==> src/rtl/sdac_pkg.sv <==
`timescale 1ns/1ps
package sdac_pkg;

  localparam int FRAME_BITS = 24;
  localparam int MODE_HI    = 17;
  localparam int MODE_LO    = 16;
  localparam int DATA_MSB   = 15;

  typedef enum logic [1:0] {
    MODE_RUN     = 2'b00,
    MODE_PD_1K   = 2'b01,
    MODE_PD_100K = 2'b10,
    MODE_PD_HIZ  = 2'b11
  } dac_mode_e;

  // Left-aligned 16-bit data field of a frame.
  function automatic logic [15:0] frame_payload(input logic [FRAME_BITS-1:0] f);
    return f[DATA_MSB:0];
  endfunction

  // Mode field of a frame.
  function automatic logic [1:0] frame_mode(input logic [FRAME_BITS-1:0] f);
    return f[MODE_HI:MODE_LO];
  endfunction

  // One-hot termination: bit0 = 1k, bit1 = 100k, bit2 = high-Z.
  function automatic logic [2:0] term_decode(input logic [1:0] m);
    logic [2:0] t;
    case (m)
      MODE_PD_1K:   t = 3'b001;
      MODE_PD_100K: t = 3'b010;
      MODE_PD_HIZ:  t = 3'b100;
      default:      t = 3'b000;
    endcase
    return t;
  endfunction

endpackage

==> src/rtl/sdac_front.sv <==
`timescale 1ns/1ps
module sdac_front #(
  parameter int STAGES = 2
) (
  input  logic clk,
  input  logic rst_n,
  input  logic sel_n_i,
  input  logic sclk_i,
  input  logic sdi_i,
  output logic sel_lvl,
  output logic sel_fall,
  output logic sel_rise,
  output logic sclk_fall,
  output logic sdi_s
);
  localparam int W = 3;
  localparam logic [W-1:0] RST_VAL = 3'b100;

  logic [W-1:0] stage [STAGES];
  logic [1:0]   prev_q;

  genvar g;
  generate
    for (g = 0; g < STAGES; g++) begin : g_sync
      always_ff @(posedge clk or negedge rst_n) begin
        if (!rst_n) stage[g] <= RST_VAL;
        else if (g == 0) stage[g] <= {sel_n_i, sclk_i, sdi_i};
        else stage[g] <= stage[(g == 0) ? 0 : g-1];
      end
    end
  endgenerate

  always_ff @(posedge clk or negedge rst_n) begin
    if (!rst_n) prev_q <= RST_VAL[2:1];
    else        prev_q <= stage[STAGES-1][2:1];
  end

  assign sel_lvl   = stage[STAGES-1][2];
  assign sdi_s     = stage[STAGES-1][0];
  assign sel_fall  = prev_q[1] & ~stage[STAGES-1][2];
  assign sel_rise  = ~prev_q[1] & stage[STAGES-1][2];
  assign sclk_fall = prev_q[0] & ~stage[STAGES-1][1];
endmodule

==> src/rtl/sdac_frame_shift.sv <==
`timescale 1ns/1ps
module sdac_frame_shift #(
  parameter int FRAME_BITS = 24,
  parameter int CNT_W      = $clog2(FRAME_BITS + 1)
) (
  input  logic                  clk,
  input  logic                  rst_n,
  input  logic                  sel_lvl,
  input  logic                  sel_fall,
  input  logic                  sel_rise,
  input  logic                  sclk_fall,
  input  logic                  sdi_s,
  output logic [CNT_W-1:0]      bit_cnt,
  output logic                  commit,
  output logic                  abort,
  output logic [FRAME_BITS-1:0] frame_word,
  output logic                  err_q
);
  localparam logic [CNT_W-1:0] FULL = CNT_W'(FRAME_BITS);
  localparam logic [CNT_W-1:0] LAST = CNT_W'(FRAME_BITS - 1);

  logic                  active_q;
  logic [FRAME_BITS-1:0] sh_q;
  logic [CNT_W-1:0]      cnt_q;
  logic                  shift_en;

  assign shift_en   = active_q & ~sel_lvl & sclk_fall & (cnt_q < FULL);
  assign frame_word = {sh_q[FRAME_BITS-2:0], sdi_s};
  assign commit     = shift_en & (cnt_q == LAST);
  assign abort      = sel_rise & active_q & (cnt_q < FULL);
  assign bit_cnt    = cnt_q;

  always_ff @(posedge clk or negedge rst_n) begin
    if (!rst_n) begin
      active_q <= 1'b0;
      sh_q     <= '0;
      cnt_q    <= '0;
      err_q    <= 1'b0;
    end else begin
      err_q <= abort;
      if (sel_fall) begin
        active_q <= 1'b1;
        sh_q     <= '0;
        cnt_q    <= '0;
      end else if (sel_rise) begin
        active_q <= 1'b0;
        sh_q     <= '0;
        cnt_q    <= '0;
      end else if (shift_en) begin
        sh_q  <= frame_word;
        cnt_q <= cnt_q + 1'b1;
      end
    end
  end
endmodule

==> src/rtl/sdac_out_regs.sv <==
`timescale 1ns/1ps
module sdac_out_regs
  import sdac_pkg::*;
#(
  parameter int RES_BITS = 16
) (
  input  logic                  clk,
  input  logic                  rst_n,
  input  logic                  commit,
  input  logic [FRAME_BITS-1:0] frame_word,
  output logic [RES_BITS-1:0]   code_q,
  output logic [1:0]            mode_q,
  output logic                  pd,
  output logic [2:0]            term,
  output logic                  upd_q
);
  logic [15:0] payload;
  logic        unused_frame;

  assign payload      = frame_payload(frame_word);
  assign unused_frame = ^frame_word;

  always_ff @(posedge clk or negedge rst_n) begin
    if (!rst_n) begin
      code_q <= '0;
      mode_q <= MODE_RUN;
      upd_q  <= 1'b0;
    end else begin
      upd_q <= commit;
      if (commit) begin
        code_q <= payload[15 -: RES_BITS];
        mode_q <= frame_mode(frame_word);
      end
    end
  end

  assign pd   = (mode_q != MODE_RUN);
  assign term = term_decode(mode_q);
endmodule

==> src/rtl/sdac_cmd_rx.sv <==
`timescale 1ns/1ps
module sdac_cmd_rx
  import sdac_pkg::*;
#(
  parameter int RES_BITS    = 16,
  parameter int SYNC_STAGES = 2
) (
  input  logic                clk,
  input  logic                rst_n,
  input  logic                sel_n_i,
  input  logic                sclk_i,
  input  logic                sdi_i,
  output logic [RES_BITS-1:0] dac_code_o,
  output logic [1:0]          mode_o,
  output logic                pwr_down_o,
  output logic [2:0]          term_sel_o,
  output logic                update_o,
  output logic                frame_err_o
);
  localparam int CNT_W = $clog2(FRAME_BITS + 1);

  logic                  sel_lvl_w, sel_fall_w, sel_rise_w, sclk_fall_w, sdi_w;
  logic [CNT_W-1:0]      bit_cnt_w;
  logic                  commit_w, abort_w;
  logic [FRAME_BITS-1:0] frame_w;

  sdac_front #(.STAGES(SYNC_STAGES)) u_front (
    .clk(clk), .rst_n(rst_n),
    .sel_n_i(sel_n_i), .sclk_i(sclk_i), .sdi_i(sdi_i),
    .sel_lvl(sel_lvl_w), .sel_fall(sel_fall_w), .sel_rise(sel_rise_w),
    .sclk_fall(sclk_fall_w), .sdi_s(sdi_w)
  );

  sdac_frame_shift #(.FRAME_BITS(FRAME_BITS), .CNT_W(CNT_W)) u_shift (
    .clk(clk), .rst_n(rst_n),
    .sel_lvl(sel_lvl_w), .sel_fall(sel_fall_w), .sel_rise(sel_rise_w),
    .sclk_fall(sclk_fall_w), .sdi_s(sdi_w),
    .bit_cnt(bit_cnt_w), .commit(commit_w), .abort(abort_w),
    .frame_word(frame_w), .err_q(frame_err_o)
  );

  sdac_out_regs #(.RES_BITS(RES_BITS)) u_regs (
    .clk(clk), .rst_n(rst_n),
    .commit(commit_w), .frame_word(frame_w),
    .code_q(dac_code_o), .mode_q(mode_o),
    .pd(pwr_down_o), .term(term_sel_o), .upd_q(update_o)
  );
endmodule

==> config.mk <==
export PLATFORM = sky130hd
export DESIGN_NAME = sdac_cmd_rx
export DESIGN_NICKNAME = d
export VERILOG_FILES = /design/src/rtl/sdac_pkg.sv /design/src/rtl/sdac_front.sv /design/src/rtl/sdac_frame_shift.sv /design/src/rtl/sdac_out_regs.sv /design/src/rtl/sdac_cmd_rx.sv
export SDC_FILE = /design/constraint.sdc
export NUM_CORES = 1
export LEC_CHECK = 0
export ABC_AREA = 1
export BUFFER_PORTS_ARGS = -buffer_cell sky130_fd_sc_hd__buf_2
export CORE_UTILIZATION = 55
export CTS_CLUSTER_DIAMETER = 80
export CTS_CLUSTER_SIZE = 25
export DETAILED_ROUTE_END_ITERATION = 6
export GPL_ROUTABILITY_DRIVEN = 0
export GPL_TIMING_DRIVEN = 0
export PLACE_DENSITY = 0.85
export SLEW_MARGIN = 25
export SYNTH_ARGS = -nofsm -noshare
export SYNTH_HDL_FRONTEND = slang
export SYNTH_SLANG_ARGS = --single-unit
export TNS_END_PERCENT = 100
==> constraint.sdc <==
create_clock -name clk -period 2.77 [get_ports clk]
set_input_delay 0.4155 -clock clk [delete_from_list [all_inputs] [get_ports clk]]
set_output_delay 0.4155 -clock clk [all_outputs]
set_load 0.005 [all_outputs]
* After elaboration in Yosys (flattened, before gate mapping) *
Cells that the tools add are included.

storage, ports and cells
  logic and storage cells = 40
  bits of input ports = 5
  output and inout port bits = 24
  register bits after elaboration = 51

operators by class
  mux-type cells = 9
  reductions and logical operators = 3
  $add $sub $neg = 1
  bitwise gates (word level) = 12
  $lt $le $gt $ge = 1
  equal/unequal tests = 4

operator list
  operator                                           number
  2-to-1 mux 17 bit                                  3
  2-to-1 mux 5 bit                                   3
  AND 1 bit                                          9
  one-hot mux 3 bit (3 select lines)                 1
  adder 5 x 1 -> 5 bit, second input constant        1
  == test 5 bit, second input constant               1
  less-than comparator 5 bit, second input constant  1
  == test 2 bit, second input constant               2
  nonzero test 2 bit                                 2
  NOT 1 bit                                          3
  nonzero test 3 bit                                 1
  == test 2 x 1 -> 1 bit, second input constant      1
  2-to-1 mux 1 bit                                   2

* Longest topological paths before layout *
  word-level depth = 7
  depth in mapped cells = 8
  mapped depth without buffers = 8

* By module *
Synthesis repeated with hierarchy kept, for this count alone.

unflattened totals
  cells, all modules = 238
  area total of the unflattened synthesis = 2243.4 um2

by module, submodules not included
  module            instances  seq. area each (um2)  cells each  area each (um2)
  sdac_frame_shift  1          750.7                 140         1255.0
  sdac_out_regs     1          475.5                 84          762.0
  sdac_front        1          203.9                 14          226.5

* Worst setup path before layout *
No wires, ideal clock.

  path type = register -> register
  start = register u_front.stage, in the netlist u_front.sel_lvl
  end = register u_shift.sh_q[5]
  data arrival time = 1.288 ns
  required time = 2.644 ns
  cell stages (with the launch flop) = 8
  setup time = 0.126 ns
  setup slack = 1.356 ns
  path buffers = 1
  clock period less this slack = 1.414 ns
  cells stage by stage = dfstp_2 > inv_1 > ha_1 > nand2_4 > inv_4 > buf_6 > nand2_1 > o21ai_0

between the ends
  cells in the longest elaborated chain, start to end = 5
  elaborated cells on any way between the ends = 9
  classes of those cells = mux (2); bitwise (6); reduce/logical (1)

RTL lines
  item                                 line                                      RTL
  start: declaration                   sdac_front.sv:19                          logic [W-1:0] stage [STAGES];
  start signal: indexed assignment     sdac_front.sv:27                          else if (g == 0) stage[g] <= {sel_n_i, sclk_i, sdi_i};
  start signal: indexed assignment     sdac_front.sv:28                          else stage[g] <= stage[(g == 0) ? 0 : g-1];
  NOT 1 bit                            sdac_front.sv:40, sdac_frame_shift.sv:27
  AND 1 bit (3 in series)              sdac_frame_shift.sv:27                    assign shift_en = active_q & ~sel_lvl & sclk_fall & (cnt_q < FULL);
  nonzero test 3 bit (no source line)  -
  end signal: assignment               sdac_frame_shift.sv:50                    sh_q <= frame_word;
  end: declaration                     sdac_frame_shift.sv:23                    logic [FRAME_BITS-1:0] sh_q;

Parallel ways exist; a longest one is shown, timed or not.
A chain may end at the register's enable or synchronous reset.

* Worst setup path after layout *
  start = register u_front.stage, in the netlist u_front.sel_lvl
  end = register u_shift.sh_q[11]

The elaborated chain is that of the path after synthesis.

==> flow_metrics.env <==
export IMPL_path_cells="inv_1 -> ha_1 -> nand2_4 -> nand2_4 -> buf_6 -> o21ai_1"
export IMPL_wire_per_inst_um=12.25
export IMPL_viasPerCell=4.982
export IMPL_overflow=0
export IMPL_cpPeakStageDelay_ps=560
export IMPL_cp_common_cell="nand2_4"
export IMPL_leakagePower_uw=0.001239
export IMPL_min_path_type="input pin to asynchronous set/reset pin"
export IMPL_die_width_um=63.60
export IMPL_setup_viol=0
export IMPL_critPathTopFamily="flip-flops"
export IMPL_ir_drop_v=0.0003699
export IMPL_cp_arrival_ps=1770
export IMPL_ys_seq_area_share_pct=61.33
export IMPL_track_usage_pct=20.20
export IMPL_start_util_pct=57.01
export IMPL_netlist_area_um2=2087
export IMPL_clock_latency_ps=300
export IMPL_required_ps=3000
export IMPL_cts_setup_buffers=0
export IMPL_ys_warn_count=0
export IMPL_syn_num_nets=209
export IMPL_timing_final_crit_share_pct=55.64
export IMPL_dr_pass1_iters=4
export IMPL_tns_ps=0
export IMPL_route_detailed_drc=0
export IMPL_relSlewSlack_pct=58.50
export IMPL_cts_buffers=5
export IMPL_io_pins=29
export IMPL_cts_hold_buffers=0
export IMPL_path_clk_slew_ps=80
export IMPL_die_area_um2=4045
export IMPL_syn_avg_cell_area_um2=10.38
export IMPL_rr_worst_depth=6
export IMPL_slew_viol_final=0
export IMPL_drv_cap=0
export IMPL_criticalPathCategory="flop to flop"
export IMPL_synth_cells=201
export IMPL_diodes=0
export IMPL_synth_ff_latch_count=51
export IMPL_antenna_found_initial=0
export IMPL_clock_sinks=51
export IMPL_h_tree_depth=2
export IMPL_placed_cells=277
export IMPL_hold_viol_final=0
export IMPL_dp_hpwl_um=2392
export IMPL_clock_skew_ps=8.941
export IMPL_critical_path_cell_count=6
export IMPL_core_um2=3661
export IMPL_worst_pin_slew_ps=622.6
export IMPL_critPathLaunch="u_front.sel_lvl"
export IMPL_syn2layout_area_growth_pct=13.91
export IMPL_cp_max_fo=10
export IMPL_yosys_top_cells_area="dfrtp_1 (58%), nand2_1 (9.0%), o21ai_2 (7.1%)"
export IMPL_fp_row_count=22
export IMPL_final_nets=244
export IMPL_grt_pass1_wl_um=6134
export IMPL_cts_resized=0
export IMPL_power_density_nw_per_um2=553.3
export IMPL_final_cells=284
export IMPL_dr_first_iter_drc_count=51
export IMPL_drive_gt1_share_pct=30.51
export IMPL_ys_types=19
export IMPL_cts_tree="yes"
export IMPL_grt_max_degree=52
export IMPL_synth_top_area_share_pct=57.55
export IMPL_max_clock_freq_ghz=0.6489
export IMPL_synth_top_area_cell="dfrtp_1"
export IMPL_die_h_um=63.60
export IMPL_startpoint_type="flop"
export IMPL_min_period_ps=1541
export IMPL_status="completed"
export IMPL_grt_pass1_vias=1385
export IMPL_rsz0062_at_grt="no"
export IMPL_cp_end_kind="flop"
export IMPL_wl_um=3480
export IMPL_cts_root_buf="clkbuf_8"
export IMPL_r2r_start="u_front.sel_lvl"
export IMPL_critPathBufInv=2
export IMPL_final_antenna_net_count=0
export IMPL_io_buffer_count=28
export IMPL_cp_slowest_cell="dfstp_2"
export IMPL_num_vias=1415
export IMPL_cts_buffer_depth=2
[Yosys cell counts]
cell,count
inv_1,28
buf_6,6
nand2_4,3
o21ai_2,17
dfstp_2,3
dfrtp_1,48
inv_4,1
nor2_1,8
nor3_2,1
nand3_1,4
o21ai_0,9
nand2_1,50
inv_2,1
nand2_2,4
ha_1,3
nand3_2,1
o21ai_1,12
xor2_1,1
nand3b_1,1
[cells in the final DEF (no fill, tap or decap)]
master	netlist	layout
nor3_2	1	1
inv_1	28	28
clkinv_2	0	1
nand3_2	1	1
nand2_4	3	3
dfrtp_1	48	48
nor2_1	8	8
o21ai_0	9	9
clkbuf_8	0	6
nand2_1	50	50
nand2_2	4	4
nand3_1	4	4
ha_1	3	3
buf_6	6	6
dfstp_2	3	3
o21ai_1	12	12
inv_4	1	1
xor2_1	1	1
inv_2	1	1
buf_4	0	1
buf_2	0	27
o21ai_2	17	17
nand3b_1	1	1
[registers in the layout, indices dropped and copies added, names as in the netlist]
signal            flops
u_front.stage         4
u_front.sdi_s         1
u_regs.upd_q          1
u_front.prev_q        2
u_shift.err_q         1
u_shift.sh_q         17
u_shift.active_q      1
u_regs.mode_q         2
u_front.sel_lvl       1
u_shift.bit_cnt       5
u_regs.code_q        16
[final timing paths]
| check | to | slack, ps |
|---|---|---|
| worst min register to register | u_front.stage[1] | 350 |
| worst min-delay path | u_regs.code_q[11] | 120 |
| worst max register to register | u_shift.sh_q[11] | 1230 |
| min in group clk | u_front.stage[5] | 210 |
| max in group asynchronous | u_front.stage[1] | 2220 |
| worst max-delay path | u_shift.sh_q[11] | 1230 |
[cell type report]
type / count / area, µm²
fillers: 274 / 1284
flip-flops and latches: 51 / 1280
multi-input cells: 114 / 624.3
repair buffers: 28 / 142.6
inverters: 30 / 115.1
clock buffers: 6 / 82.58
plain buffers: 6 / 67.56
well taps: 48 / 60.06
clock inverters: 1 / 5.005
[stage by stage]
stage | worst slack [ps] | instance area [µm²] | power (µW) | hold WS (ps) | utilization, %
floorplan | 1356 | 2087 | 879.2 | 119.9 | -
global placement | 1272 | 2287 | 912.3 | 331.6 | 62.47
detailed placement | 1222 | 2290 | 917.6 | 334.7 | 62.54
CTS | 1212 | 2377 | 1329 | 141.5 | 64.94
global route | 1112 | 2377 | 1378 | 170.3 | 64.94
finish | 1229 | 2377 | 1315 | 122.0 | 64.94
[where the power goes]
group | internal, µW | total, µW | switching [µW]
Clock | 196 | 414 | 218
Combinational | 36.7 | 106 | 69.5
Sequential | 775 | 795 | 20.7
[cell families after synthesis]
| logic type | share of synthesized area [%] |
|---|---|
| fa+ha+maj | 1.799 |
| compound gates | 12.17 |
| flops | 61.33 |
| simple gates | 15.53 |
| xor+xnor | 0.4197 |
| buf+inv | 8.753 |
[routing by layer]
metal | wire (µm) | vias up | GRT usage (%)
met5 | 0 | - | 0
met4 | 80 | 0 | 9.375
met3 | 133 | 10 | 5.435
met2 | 1713 | 27 | 33.24
met1 | 1553 | 690 | 24.60
li1 | - | 688 | -
[worst reg2reg max path: cells and delay by family (launching register included)]
kind / cells / cell delay, ps
AO/OA/AOI/OAI: 1 / 130
adder cells (fa/ha/maj): 1 / 340
buffers and inverters: 2 / 210
flip-flops: 1 / 560
AND/OR/NAND/NOR: 2 / 230
Power figures use the tool's default switching activity.
